**src/rtl/alm_pkg.sv**
```systemverilog
package alm_pkg;
  typedef enum logic [2:0] {
    ST_IDLE = 3'd0,
    ST_DEB  = 3'd1,
    ST_CONF = 3'd2,
    ST_ACT  = 3'd3,
    ST_CLR  = 3'd4
  } alm_st_e;

  // one-hot action {failover, degrade, warn}
  function automatic logic [2:0] sev_to_act(input logic [1:0] sev);
    logic [2:0] a;
    case (sev)
      2'b00:   a = 3'b001;
      2'b01:   a = 3'b010;
      default: a = 3'b100;
    endcase
    return a;
  endfunction
endpackage

```
**src/rtl/alm_chan.sv**
```systemverilog
module alm_chan import alm_pkg::*; #(
  parameter int LW = 8
) (
  input  logic          clk,
  input  logic          rst,
  input  logic          raw,
  input  logic          hard,
  input  logic          pwr_seq,
  input  logic [LW-1:0] deb,
  input  logic [LW-1:0] cfm,
  input  logic [LW-1:0] clr,
  input  logic          grant,
  output logic          pend,
  output logic          active
);
  alm_st_e       st, st_n;
  logic [LW-1:0] cnt, cnt_n;
  logic          fire;
  logic          supp;

  assign supp = pwr_seq & ~hard;

  always_comb begin
    st_n  = st;
    cnt_n = cnt;
    fire  = 1'b0;
    case (st)
      ST_IDLE: begin
        if (raw && hard) begin
          fire = 1'b1;
          st_n = ST_ACT;
        end else if (raw && !supp) begin
          st_n  = ST_DEB;
          cnt_n = LW'(1);
        end
      end
      ST_DEB: begin
        if (supp || !raw) begin
          st_n  = ST_IDLE;
          cnt_n = '0;
        end else if (cnt >= deb) begin
          st_n  = ST_CONF;
          cnt_n = LW'(1);
        end else begin
          cnt_n = cnt + LW'(1);
        end
      end
      ST_CONF: begin
        if (supp || !raw) begin
          st_n  = ST_IDLE;
          cnt_n = '0;
        end else if (cnt >= cfm) begin
          fire  = 1'b1;
          st_n  = ST_ACT;
          cnt_n = '0;
        end else begin
          cnt_n = cnt + LW'(1);
        end
      end
      ST_ACT: begin
        if (!raw) begin
          st_n  = ST_CLR;
          cnt_n = LW'(1);
        end
      end
      ST_CLR: begin
        if (raw) begin
          st_n  = ST_ACT;
          cnt_n = '0;
        end else if (cnt >= clr) begin
          st_n  = ST_IDLE;
          cnt_n = '0;
        end else begin
          cnt_n = cnt + LW'(1);
        end
      end
      default: begin
        st_n  = ST_IDLE;
        cnt_n = '0;
      end
    endcase
  end

  always_ff @(posedge clk) begin
    if (rst) begin
      st   <= ST_IDLE;
      cnt  <= '0;
      pend <= 1'b0;
    end else begin
      st   <= st_n;
      cnt  <= cnt_n;
      pend <= (pend & ~grant) | fire;
    end
  end

  assign active = (st == ST_ACT) || (st == ST_CLR);

  // hard fault becomes pending on the very next edge
  a_r2_hard_immediate: assert property (@(posedge clk) disable iff (rst)
    (st == ST_IDLE && raw && hard) |=> pend);
  // power window keeps secondary channel out of the qualify stages
  a_r3_window_hold: assert property (@(posedge clk) disable iff (rst)
    (pwr_seq && !hard) |=> (st != ST_DEB && st != ST_CONF));
  // fault returning during clear goes back to active
  a_r4_hysteresis: assert property (@(posedge clk) disable iff (rst)
    (st == ST_CLR && raw) |=> (st == ST_ACT));
  // an ungranted pending event is kept
  a_r6_pend_kept: assert property (@(posedge clk) disable iff (rst)
    (pend && !grant) |=> pend);
endmodule

```
**src/rtl/alm_arb.sv**
```systemverilog
module alm_arb #(
  parameter int NCH = 4,
  parameter int CHW = (NCH > 1) ? $clog2(NCH) : 1
) (
  input  logic [NCH-1:0] pend,
  input  logic [NCH-1:0] hard,
  output logic           gnt_vld,
  output logic [CHW-1:0] gnt_idx,
  output logic [NCH-1:0] gnt_oh,
  output logic           gnt_hard
);
  logic hard_any;

  always_comb begin
    hard_any = |(pend & hard);
    gnt_vld  = |pend;
    gnt_idx  = '0;
    for (int i = NCH - 1; i >= 0; i--) begin
      if (pend[i] && (!hard_any || hard[i])) gnt_idx = CHW'(i);
    end
    gnt_oh   = gnt_vld ? (NCH'(1) << gnt_idx) : '0;
    gnt_hard = gnt_vld & hard[gnt_idx];
  end
endmodule

```
**src/rtl/alm_rate_lim.sv**
```systemverilog
module alm_rate_lim #(
  parameter int RW = 4,
  parameter int IW = 16
) (
  input  logic          clk,
  input  logic          rst,
  input  logic [RW-1:0] cap,
  input  logic [IW-1:0] win,
  input  logic          req,
  output logic          ok
);
  logic [IW-1:0] win_cnt;
  logic [RW-1:0] used;
  logic          wrap;

  assign wrap = (win == '0) || (win_cnt >= win - IW'(1));
  assign ok   = (used < cap);

  always_ff @(posedge clk) begin
    if (rst) begin
      win_cnt <= '0;
      used    <= '0;
    end else if (wrap) begin
      win_cnt <= '0;
      used    <= '0;
    end else begin
      win_cnt <= win_cnt + IW'(1);
      if (req && ok) used <= used + RW'(1);
    end
  end

  // a refused request does not consume budget
  a_r7_refuse_holds: assert property (@(posedge clk) disable iff (rst)
    (req && !ok && !wrap) |=> $stable(used));
endmodule

```
**src/rtl/alm_pipeline.sv**
```systemverilog
module alm_pipeline import alm_pkg::*; #(
  parameter int NCH  = 4,
  parameter int LW   = 8,
  parameter int RW   = 4,
  parameter int IW   = 16,
  parameter int TSW  = 32,
  parameter int CNTW = 16,
  localparam int CHW = (NCH > 1) ? $clog2(NCH) : 1
) (
  input  logic              clk,
  input  logic              rst,
  input  logic [NCH-1:0]    raw_flt,
  input  logic [NCH-1:0]    is_hard,
  input  logic [2*NCH-1:0]  sev_cfg,
  input  logic [LW*NCH-1:0] deb_len,
  input  logic [LW*NCH-1:0] cfm_len,
  input  logic [LW*NCH-1:0] clr_len,
  input  logic              pwr_seq,
  input  logic [RW-1:0]     rate_cap,
  input  logic [IW-1:0]     rate_win,
  output logic [NCH-1:0]    alarm_act,
  output logic              evt_vld,
  output logic [CHW-1:0]    evt_ch,
  output logic [1:0]        evt_sev,
  output logic              evt_hard,
  output logic [TSW-1:0]    evt_ts,
  output logic [2*LW-1:0]   evt_thr,
  output logic              act_warn,
  output logic              act_degrade,
  output logic              act_failover,
  output logic [CNTW*NCH-1:0] evt_cnt,
  output logic [CNTW-1:0]   drop_cnt
);
  logic [NCH-1:0] pend;
  logic [NCH-1:0] gnt_oh;
  logic [CHW-1:0] gnt_idx;
  logic           gnt_vld, gnt_hard;
  logic           lim_ok, accept, drop;
  logic [TSW-1:0] ts;
  logic [1:0]     g_sev;

  for (genvar g = 0; g < NCH; g++) begin : g_ch
    alm_chan #(.LW(LW)) u_chan (
      .clk    (clk),
      .rst    (rst),
      .raw    (raw_flt[g]),
      .hard   (is_hard[g]),
      .pwr_seq(pwr_seq),
      .deb    (deb_len[g*LW +: LW]),
      .cfm    (cfm_len[g*LW +: LW]),
      .clr    (clr_len[g*LW +: LW]),
      .grant  (gnt_oh[g]),
      .pend   (pend[g]),
      .active (alarm_act[g])
    );

    always_ff @(posedge clk) begin
      if (rst) evt_cnt[g*CNTW +: CNTW] <= '0;
      else if (accept && gnt_idx == CHW'(g))
        evt_cnt[g*CNTW +: CNTW] <= evt_cnt[g*CNTW +: CNTW] + CNTW'(1);
    end
  end

  alm_arb #(.NCH(NCH), .CHW(CHW)) u_arb (
    .pend    (pend),
    .hard    (is_hard),
    .gnt_vld (gnt_vld),
    .gnt_idx (gnt_idx),
    .gnt_oh  (gnt_oh),
    .gnt_hard(gnt_hard)
  );

  alm_rate_lim #(.RW(RW), .IW(IW)) u_lim (
    .clk(clk),
    .rst(rst),
    .cap(rate_cap),
    .win(rate_win),
    .req(gnt_vld & ~gnt_hard),
    .ok (lim_ok)
  );

  assign accept = gnt_vld & (gnt_hard | lim_ok);
  assign drop   = gnt_vld & ~gnt_hard & ~lim_ok;
  assign g_sev  = sev_cfg[gnt_idx*2 +: 2];

  always_ff @(posedge clk) begin
    if (rst) begin
      ts           <= '0;
      evt_vld      <= 1'b0;
      evt_ch       <= '0;
      evt_sev      <= '0;
      evt_hard     <= 1'b0;
      evt_ts       <= '0;
      evt_thr      <= '0;
      act_warn     <= 1'b0;
      act_degrade  <= 1'b0;
      act_failover <= 1'b0;
      drop_cnt     <= '0;
    end else begin
      ts      <= ts + TSW'(1);
      evt_vld <= accept;
      if (accept) begin
        evt_ch   <= gnt_idx;
        evt_sev  <= g_sev;
        evt_hard <= gnt_hard;
        evt_ts   <= ts;
        evt_thr  <= {deb_len[gnt_idx*LW +: LW], cfm_len[gnt_idx*LW +: LW]};
      end
      {act_failover, act_degrade, act_warn} <= accept ? sev_to_act(g_sev) : 3'b000;
      if (drop) drop_cnt <= drop_cnt + CNTW'(1);
    end
  end

  // a strobe only comes with a record, and never two strobes at once
  a_r5_strobe_with_evt: assert property (@(posedge clk) disable iff (rst)
    (act_warn | act_degrade | act_failover) |-> evt_vld);
  a_r5_single_strobe: assert property (@(posedge clk) disable iff (rst)
    $onehot0({act_warn, act_degrade, act_failover}));
  // secondary grant only when no hard channel waits
  a_r6_hard_first: assert property (@(posedge clk) disable iff (rst)
    (gnt_vld && !gnt_hard) |-> !(|(pend & is_hard)));
  // a discarded grant yields no record
  a_r7_drop_silent: assert property (@(posedge clk) disable iff (rst)
    drop |=> !evt_vld);
endmodule

```
**config.mk**
```make
export PLATFORM = sky130hd
export DESIGN_NAME = alm_pipeline
export DESIGN_NICKNAME = d
export VERILOG_FILES = /design/src/rtl/alm_pkg.sv /design/src/rtl/alm_chan.sv /design/src/rtl/alm_arb.sv /design/src/rtl/alm_rate_lim.sv /design/src/rtl/alm_pipeline.sv
export SDC_FILE = /design/constraint.sdc
export NUM_CORES = 1
export LEC_CHECK = 0
export BUFFER_PORTS_ARGS = -buffer_cell sky130_fd_sc_hd__buf_2
export CORE_AREA = 2 2 154 186
export DETAILED_ROUTE_END_ITERATION = 8
export DIE_AREA = 0 0 156 188
export PLACE_DENSITY = 0.81
export RECOVER_POWER = 100
export SKIP_CTS_REPAIR_TIMING = 1
export SYNTH_ARGS = -nofsm -noshare
export SYNTH_HDL_FRONTEND = slang
export SYNTH_SLANG_ARGS = --single-unit
```
**constraint.sdc**
```tcl
create_clock -name clk -period 3.61 [get_ports clk]
set_clock_uncertainty 0.2 [all_clocks]
set_input_delay 0 -clock clk [delete_from_list [all_inputs] [get_ports clk]]
set_output_delay 0 -clock clk [all_outputs]
set_load 0.01 [all_outputs]
```
# Yosys cells after proc, flatten, opt, wreduce, memory -nomap -nowiden
# Index checks and enable logic that the tools add are counted.
[totals]
out_inout_bits = 141
elab_cells = 300
regBits = 237
[classes]
n_addsub = 13
reduce_logical = 58
muxes = 104
order_cmp = 15
n_eq_ne = 48
shifts = 4
n_bitwise = 29
[op_table]
columns = ["op", "count"]
rows = [
  ["8-bit two-way mux", 36],
  ["8-bit case mux with 5 select lines", 4],
  ["3-bit two-way mux", 36],
  ["16-bit by 1-bit adder with 16-bit output, second input constant", 6],
  ["8-bit greater-or-equal comparator", 12],
  ["32-bit by 6-bit indexed part select with 8-bit output", 2],
  ["3-bit case mux with 5 select lines", 4],
  ["3-bit by 1-bit != test with 1-bit output, second input constant", 12],
  ["32-bit by 1-bit adder with 32-bit output, second input constant", 1],
  ["8-bit by 1-bit adder with 8-bit output, second input constant", 4],
  ["3-bit by 2-bit == test with 1-bit output, second input constant", 8],
  ["5-bit AND reduction", 4],
  ["1-bit logical AND", 17],
  ["16-bit greater-or-equal comparator", 1],
  ["16-bit zero test", 1],
  ["2-bit != test, second input constant", 8],
  ["16-bit by 1-bit subtractor with 16-bit output, second input constant", 1],
  ["1-bit logical OR", 13],
  ["1-bit two-way mux", 13],
  ["1-bit bitwise AND", 12],
  ["3-bit by 1-bit == test with 1-bit output, second input constant", 4],
  ["3-bit == test, second input constant", 4],
  ["3-bit zero test", 4],
  ["3-bit by 2-bit != test with 1-bit output, second input constant", 4],
  ["other kinds (21)", 60],
]

# Logic depth before layout (Yosys ltp)
[depth]
word_depth = 16
depth_mapped = 15
depth_no_buf = 14

# Cells and area by module
# Synthesis repeated with hierarchy kept, for this count alone.
[hier_totals]
cells_unflattened = 1791
area_unflattened_um2 = 14478.9
[modules_own_cells]
columns = ["mod", "area_per_inst_um2", "cells_per_inst", "instances"]
rows = [
  ["alm_pipeline", 7573.5, 873, 1],
  ["alm_chan", 1295.0, 176, 4],
  ["alm_rate_lim", 1561.5, 189, 1],
  ["alm_arb", 163.9, 25, 1],
]

# Least setup slack after synthesis
# OpenSTA, ideal clock, no wires.
[synth_timing]
kind = "input port to flip-flop"
start = "input port rate_win[0]"
end = "register u_lim.used[3]"
path_buffers = 1
slack_ns = 0.857
t_arrival_ns = 2.425
stages = 15
path_cell_list = "inv_1 > ha_1 > nand2_1 > or4_1 > nand2b_1 > nor3_1 > xnor2_1 > ha_1 > nand4_1 > a211oi_1 > o31ai_1 > nand3_1 > a311o_1 > clkbuf_1 > nor2_1"
[synth_between]
elab_chain_cells = 4
elab_cells_between_ends = 5
[synth_rtl]
columns = ["element", "line", "rtl"]
rows = [
  ["start: declaration", "alm_pipeline.sv:20", "input logic [IW-1:0] rate_win,"],
  ["16-bit by 1-bit subtractor with 16-bit output", "alm_rate_lim.sv:16", "assign wrap = (win == '0) || (win_cnt >= win - IW'(1));"],
  ["16-bit greater-or-equal comparator", "alm_rate_lim.sv:16", ""],
  ["1-bit logical OR (*)", "alm_rate_lim.sv:16", ""],
  ["2-bit OR reduction (no source line) (*)", "--", ""],
  ["end signal: assignment", "alm_rate_lim.sv:28", "if (req && ok) used <= used + RW'(1);"],
  ["end: declaration", "alm_rate_lim.sv:13", "logic [RW-1:0] used;"],
]
# Every way passes the cells marked *; elsewhere a longest branch is shown, timed or not.
# A chain may end at the register's enable or synchronous reset.

# Worst setup path in the final report
[layout_timing]
start = "register g_ch[0].u_chan.pend"
end = "register evt_thr[9]"
[layout_between]
elab_chain_cells = 14
elab_cells_between_ends = 22
[layout_rtl]
columns = ["element", "line", "rtl"]
rows = [
  ["start: declaration", "alm_chan.sv:13", "output logic pend,"],
  ["start signal: assignment", "alm_chan.sv:92", "pend <= (pend & ~grant) | fire;"],
  ["4-bit bitwise AND", "alm_arb.sv:15", "hard_any = |(pend & hard);"],
  ["4-bit OR reduction", "alm_arb.sv:15", ""],
  ["1-bit zero test", "alm_arb.sv:19", "if (pend[i] && (!hard_any || hard[i])) gnt_idx = CHW'(i);"],
  ["1-bit logical OR", "alm_arb.sv:19", ""],
  ["1-bit logical AND", "alm_arb.sv:19", ""],
  ["2-bit two-way mux (4 in series)", "alm_arb.sv:19", ""],
  ["1-bit binary-select mux with 2-bit select", "alm_arb.sv:22", "gnt_hard = gnt_vld & hard[gnt_idx];"],
  ["1-bit two-way mux (implied by the code)", "alm_arb.sv:22", ""],
  ["1-bit bitwise AND", "alm_arb.sv:22", ""],
  ["1-bit OR", "alm_pipeline.sv:82", "assign accept = gnt_vld & (gnt_hard | lim_ok);"],
  ["1-bit bitwise AND", "alm_pipeline.sv:82", ""],
  ["end signal: assignment", "alm_pipeline.sv:107", "evt_thr <= {deb_len[gnt_idx*LW +: LW], cfm_len[gnt_idx*LW +: LW]};"],
  ["end: declaration", "alm_pipeline.sv:27", "output logic [2*LW-1:0] evt_thr,"],
]
# Several ways; a longest one is shown, not always the timed one. The select of a mux whose other input is x is not followed.

==> flow_summary.json <==
{
  "outcome": "finished with violations",
  "violations": "DRC, hold timing, capacitance limit, slew limit, setup timing",
  "max_stage_delay_ps": 800,
  "synthAdderAreaFrac_pct": 11.3,
  "synth_cells": 1756,
  "dp_hpwl_um": 29300,
  "cap_violations": 1,
  "start_util_pct": 51.2,
  "power_leakage_nw": 7.17,
  "fp.dieArea_um2": 29300,
  "max_freq_mhz": 275,
  "via_per_inst": 5.67,
  "cts_tree": "built",
  "cpMaxStageDelayCell": "o21a_1",
  "grt_max_degree": 123,
  "layout.nets": 2318,
  "syn-cell-area_um2": 14100,
  "place.gp.congestion": 0.928,
  "powerDensity_nw_per_um2": 433,
  "drt-total-wl_um": 40000,
  "clock_tree.buffer_depth": 3,
  "grt_usage_pct": 25.7,
  "synthArstFlopShare_pct": 0,
  "grt_pass1_vias": 12900,
  "die_w_um": 156,
  "syn_to_final_growth_pct": 20.0,
  "drc": 4,
  "clk_pin_slew_ps": 70,
  "cp_max_fo": 31,
  "synthMuxAreaShare_pct": 1.00,
  "portBuffers": 275,
  "fin_total_pwr_mw": 7.34,
  "drt_iter0_markers": 926,
  "switching_share_pct": 31.8,
  "switching_power_mw": 2.34,
  "io_pins": 276,
  "synth-compound-area-share_pct": 17.2,
  "gr-total-overflow": 0,
  "cts_root_buf": "clkbuf_16",
  "numCtsBuffers": 26,
  "maxSlewViolCount": 123,
  "cts_sinks": 237,
  "ys_seq_area_share_pct": 33.6,
  "grt_pass1_wl_um": 62600,
  "finalSetupViolations": 1,
  "yosysWarnings": 0,
  "crit_type": "flop to flop",
  "seqPwrFrac_pct": 40.1,
  "finalCritPeriodShare_pct": 101,
  "fin_crit_ps": 3640,
  "clkPwrFrac_pct": 36.4,
  "coreArea_um2": 27600,
  "hold_viol": 3,
  "drive_gt1_share_pct": 10.4,
  "row_count": 67,
  "synth_cell_types": 80,
  "p_int_mw": 5.00,
  "peakVddDrop_uv": 328,
  "synth_top_family_by_area": "simple AND/OR/NAND/NOR gates",
  "synth-seq-cells": 237,
  "path_cells": "a22o_1 -> a21oi_1 -> o21a_1 -> o21ai_0 -> a222oi_1 -> dlygate4sd3_1 -> a211oi_1",
  "syn_avg_cell_area_um2": 8.04,
  "first_pass_iters": 9,
  "finalHoldWorstSlack_ps": -70.3,
  "ctsHtreeMaxLevel": 1,
  "postLayoutSetupSlackWorst_ps": -25.5,
  "die_y_um": 188,
  "antenna_found_initial": 1,
  "max_slew.worst_pin.slew_ps": 2400,
  "crit_arrival_ps": 3820,
  "synth-xor-area-share_pct": 8.00,
  "synthSimpleGateAreaFrac_pct": 23.2,
  "ant_nets": 0,
  "vias": 13700,
  "pwr-share-comb_pct": 23.5,
  "endpoint_kind": "flop",
  "slew_headroom_pct": -60.2,
  "min_path_type": "primary input to flop",
  "synth_fp_nets": 2019,
  "wl_per_cell_um": 16.5,
  "ys.flop_type": "dfxtp_1",
  "required_ps": 3800,
  "cp-start-kind": "flop",
  "synth_edf_count": 0,
  "clk_latency_ps": 550,
  "dp_slack_ps": 206
}
## sequential cells by signal, indices dropped and copies added (netlist names), 12 cells and up
register / flops
evt_cnt: 64
evt_ts: 32
g_ch.u_chan.cnt: 32
ts: 32
drop_cnt: 16
evt_thr: 16
u_lim.win_cnt: 16
g_ch.u_chan.st: 12
## through the flow
stage               std cells  setup TNS, ps  util [%]  area [um^2]
floorplan                1756              0         -        14100
global placement         2310              0      57.0        15700
detailed placement       2310              0      57.0        15700
CTS                      2356              0      60.1        16600
global route             2419           -194      61.4        16900
finish                   2419          -25.5      61.4        16900
## cell families after synthesis
group | after synthesis
compound gates | 350
xor+xnor | 129
fa+ha+maj | 128
buf+inv | 201
flops | 237
mux | 14
simple gates | 697
## worst paths after layout
| check | startpoint | to | slack (ps) | cells past startpoint |
|---|---|---|---|---|
| max | g_ch[0].u_chan.pend$_SDFF_PP0_ | evt_thr[9]$_SDFFE_PP0P_ | -30 | 7 |
| min reg2reg | evt_ts[15]$_SDFFE_PP0P_ | evt_ts[15]$_SDFFE_PP0P_ | 250 | 2 |
| max reg2reg | g_ch[0].u_chan.pend$_SDFF_PP0_ | evt_thr[9]$_SDFFE_PP0P_ | -30 | 7 |
| min | clr_len[7] | g_ch[0].u_chan.st[2]$_SDFFE_PP0P_ | -70 | 8 |
## cell usage after synthesis (8+ instances only)
library cell    n  area [um^2]
a2111oi_0       9         78.8
a211oi_1       28          210
a21o_1         18          135
a21oi_1       102          510
a222oi_1       16          160
a31oi_1        10         62.6
and2_1         11         68.8
and3_1         33          206
and4_1         10         87.6
buf_2          16         80.1
clkbuf_1       51          191
dfxtp_1       237         4740
ha_1          128         1600
inv_1         123          462
mux2i_1        13          130
nand2_1       202          758
nand2b_1       21          131
nand3_1        73          365
nand4_1        32          200
nor2_1        218          818
nor2b_1        10         62.6
nor3_1         26          130
o21a_1          8         60.1
o21ai_0        76          380
or3_1          21          131
xnor2_1        54          473
xor2_1         75          657
## layout by cell type, fill, tap and decap left out, types with 32 or more instances in the layout
cell,count
a21oi_1,103
and3_1,33
buf_2,133
clkbuf_1,144
dfxtp_1,237
dlygate4sd3_1,62
ha_1,128
inv_1,123
nand2_1,201
nand3_1,73
nand4_1,32
nor2_1,218
o21ai_0,76
xnor2_1,54
xor2_1,75
## worst max-delay path, delay by kind of cell, from the launching register on
| family | cells | cell delay, ps |
|---|---|---|
| flip-flops | 1 | 410 |
| buffers and inverters | 1 | 600 |
| AO/OA/AOI/OAI | 6 | 2240 |
## power by group through the flow
stage | sequential [mW] | clock (mW) | combinational [mW]
global route | 2.96 | 2.82 | 1.89
finish | 2.94 | 2.67 | 1.72
floorplan | 2.96 | 0 | 1.12
CTS | 2.93 | 2.72 | 1.66
global placement | 2.98 | 0 | 1.61
detailed placement | 2.99 | 0 | 1.65
## per-layer routing
metal	global-route usage [%]	routed length, um	up-vias
met5	0	0	-
met1	29.1	15500	6358
met2	45.4	19500	487
li1	-	-	6731
met4	13.1	2010	0
met3	5.41	2930	134
## cell type report
class / instances / area, um^2
Tap cell: 345 / 432
Timing Repair Buffer: 349 / 1930
Inverter: 123 / 462
Fill cell: 2456 / 10600
Clock inverter: 14 / 146
Multi-Input combinational cell: 1318 / 8510
Sequential cell: 237 / 4740
Antenna cell: 1 / 2.50
Clock buffer: 32 / 713
Note: power is estimated with default switching activity, not from simulation.
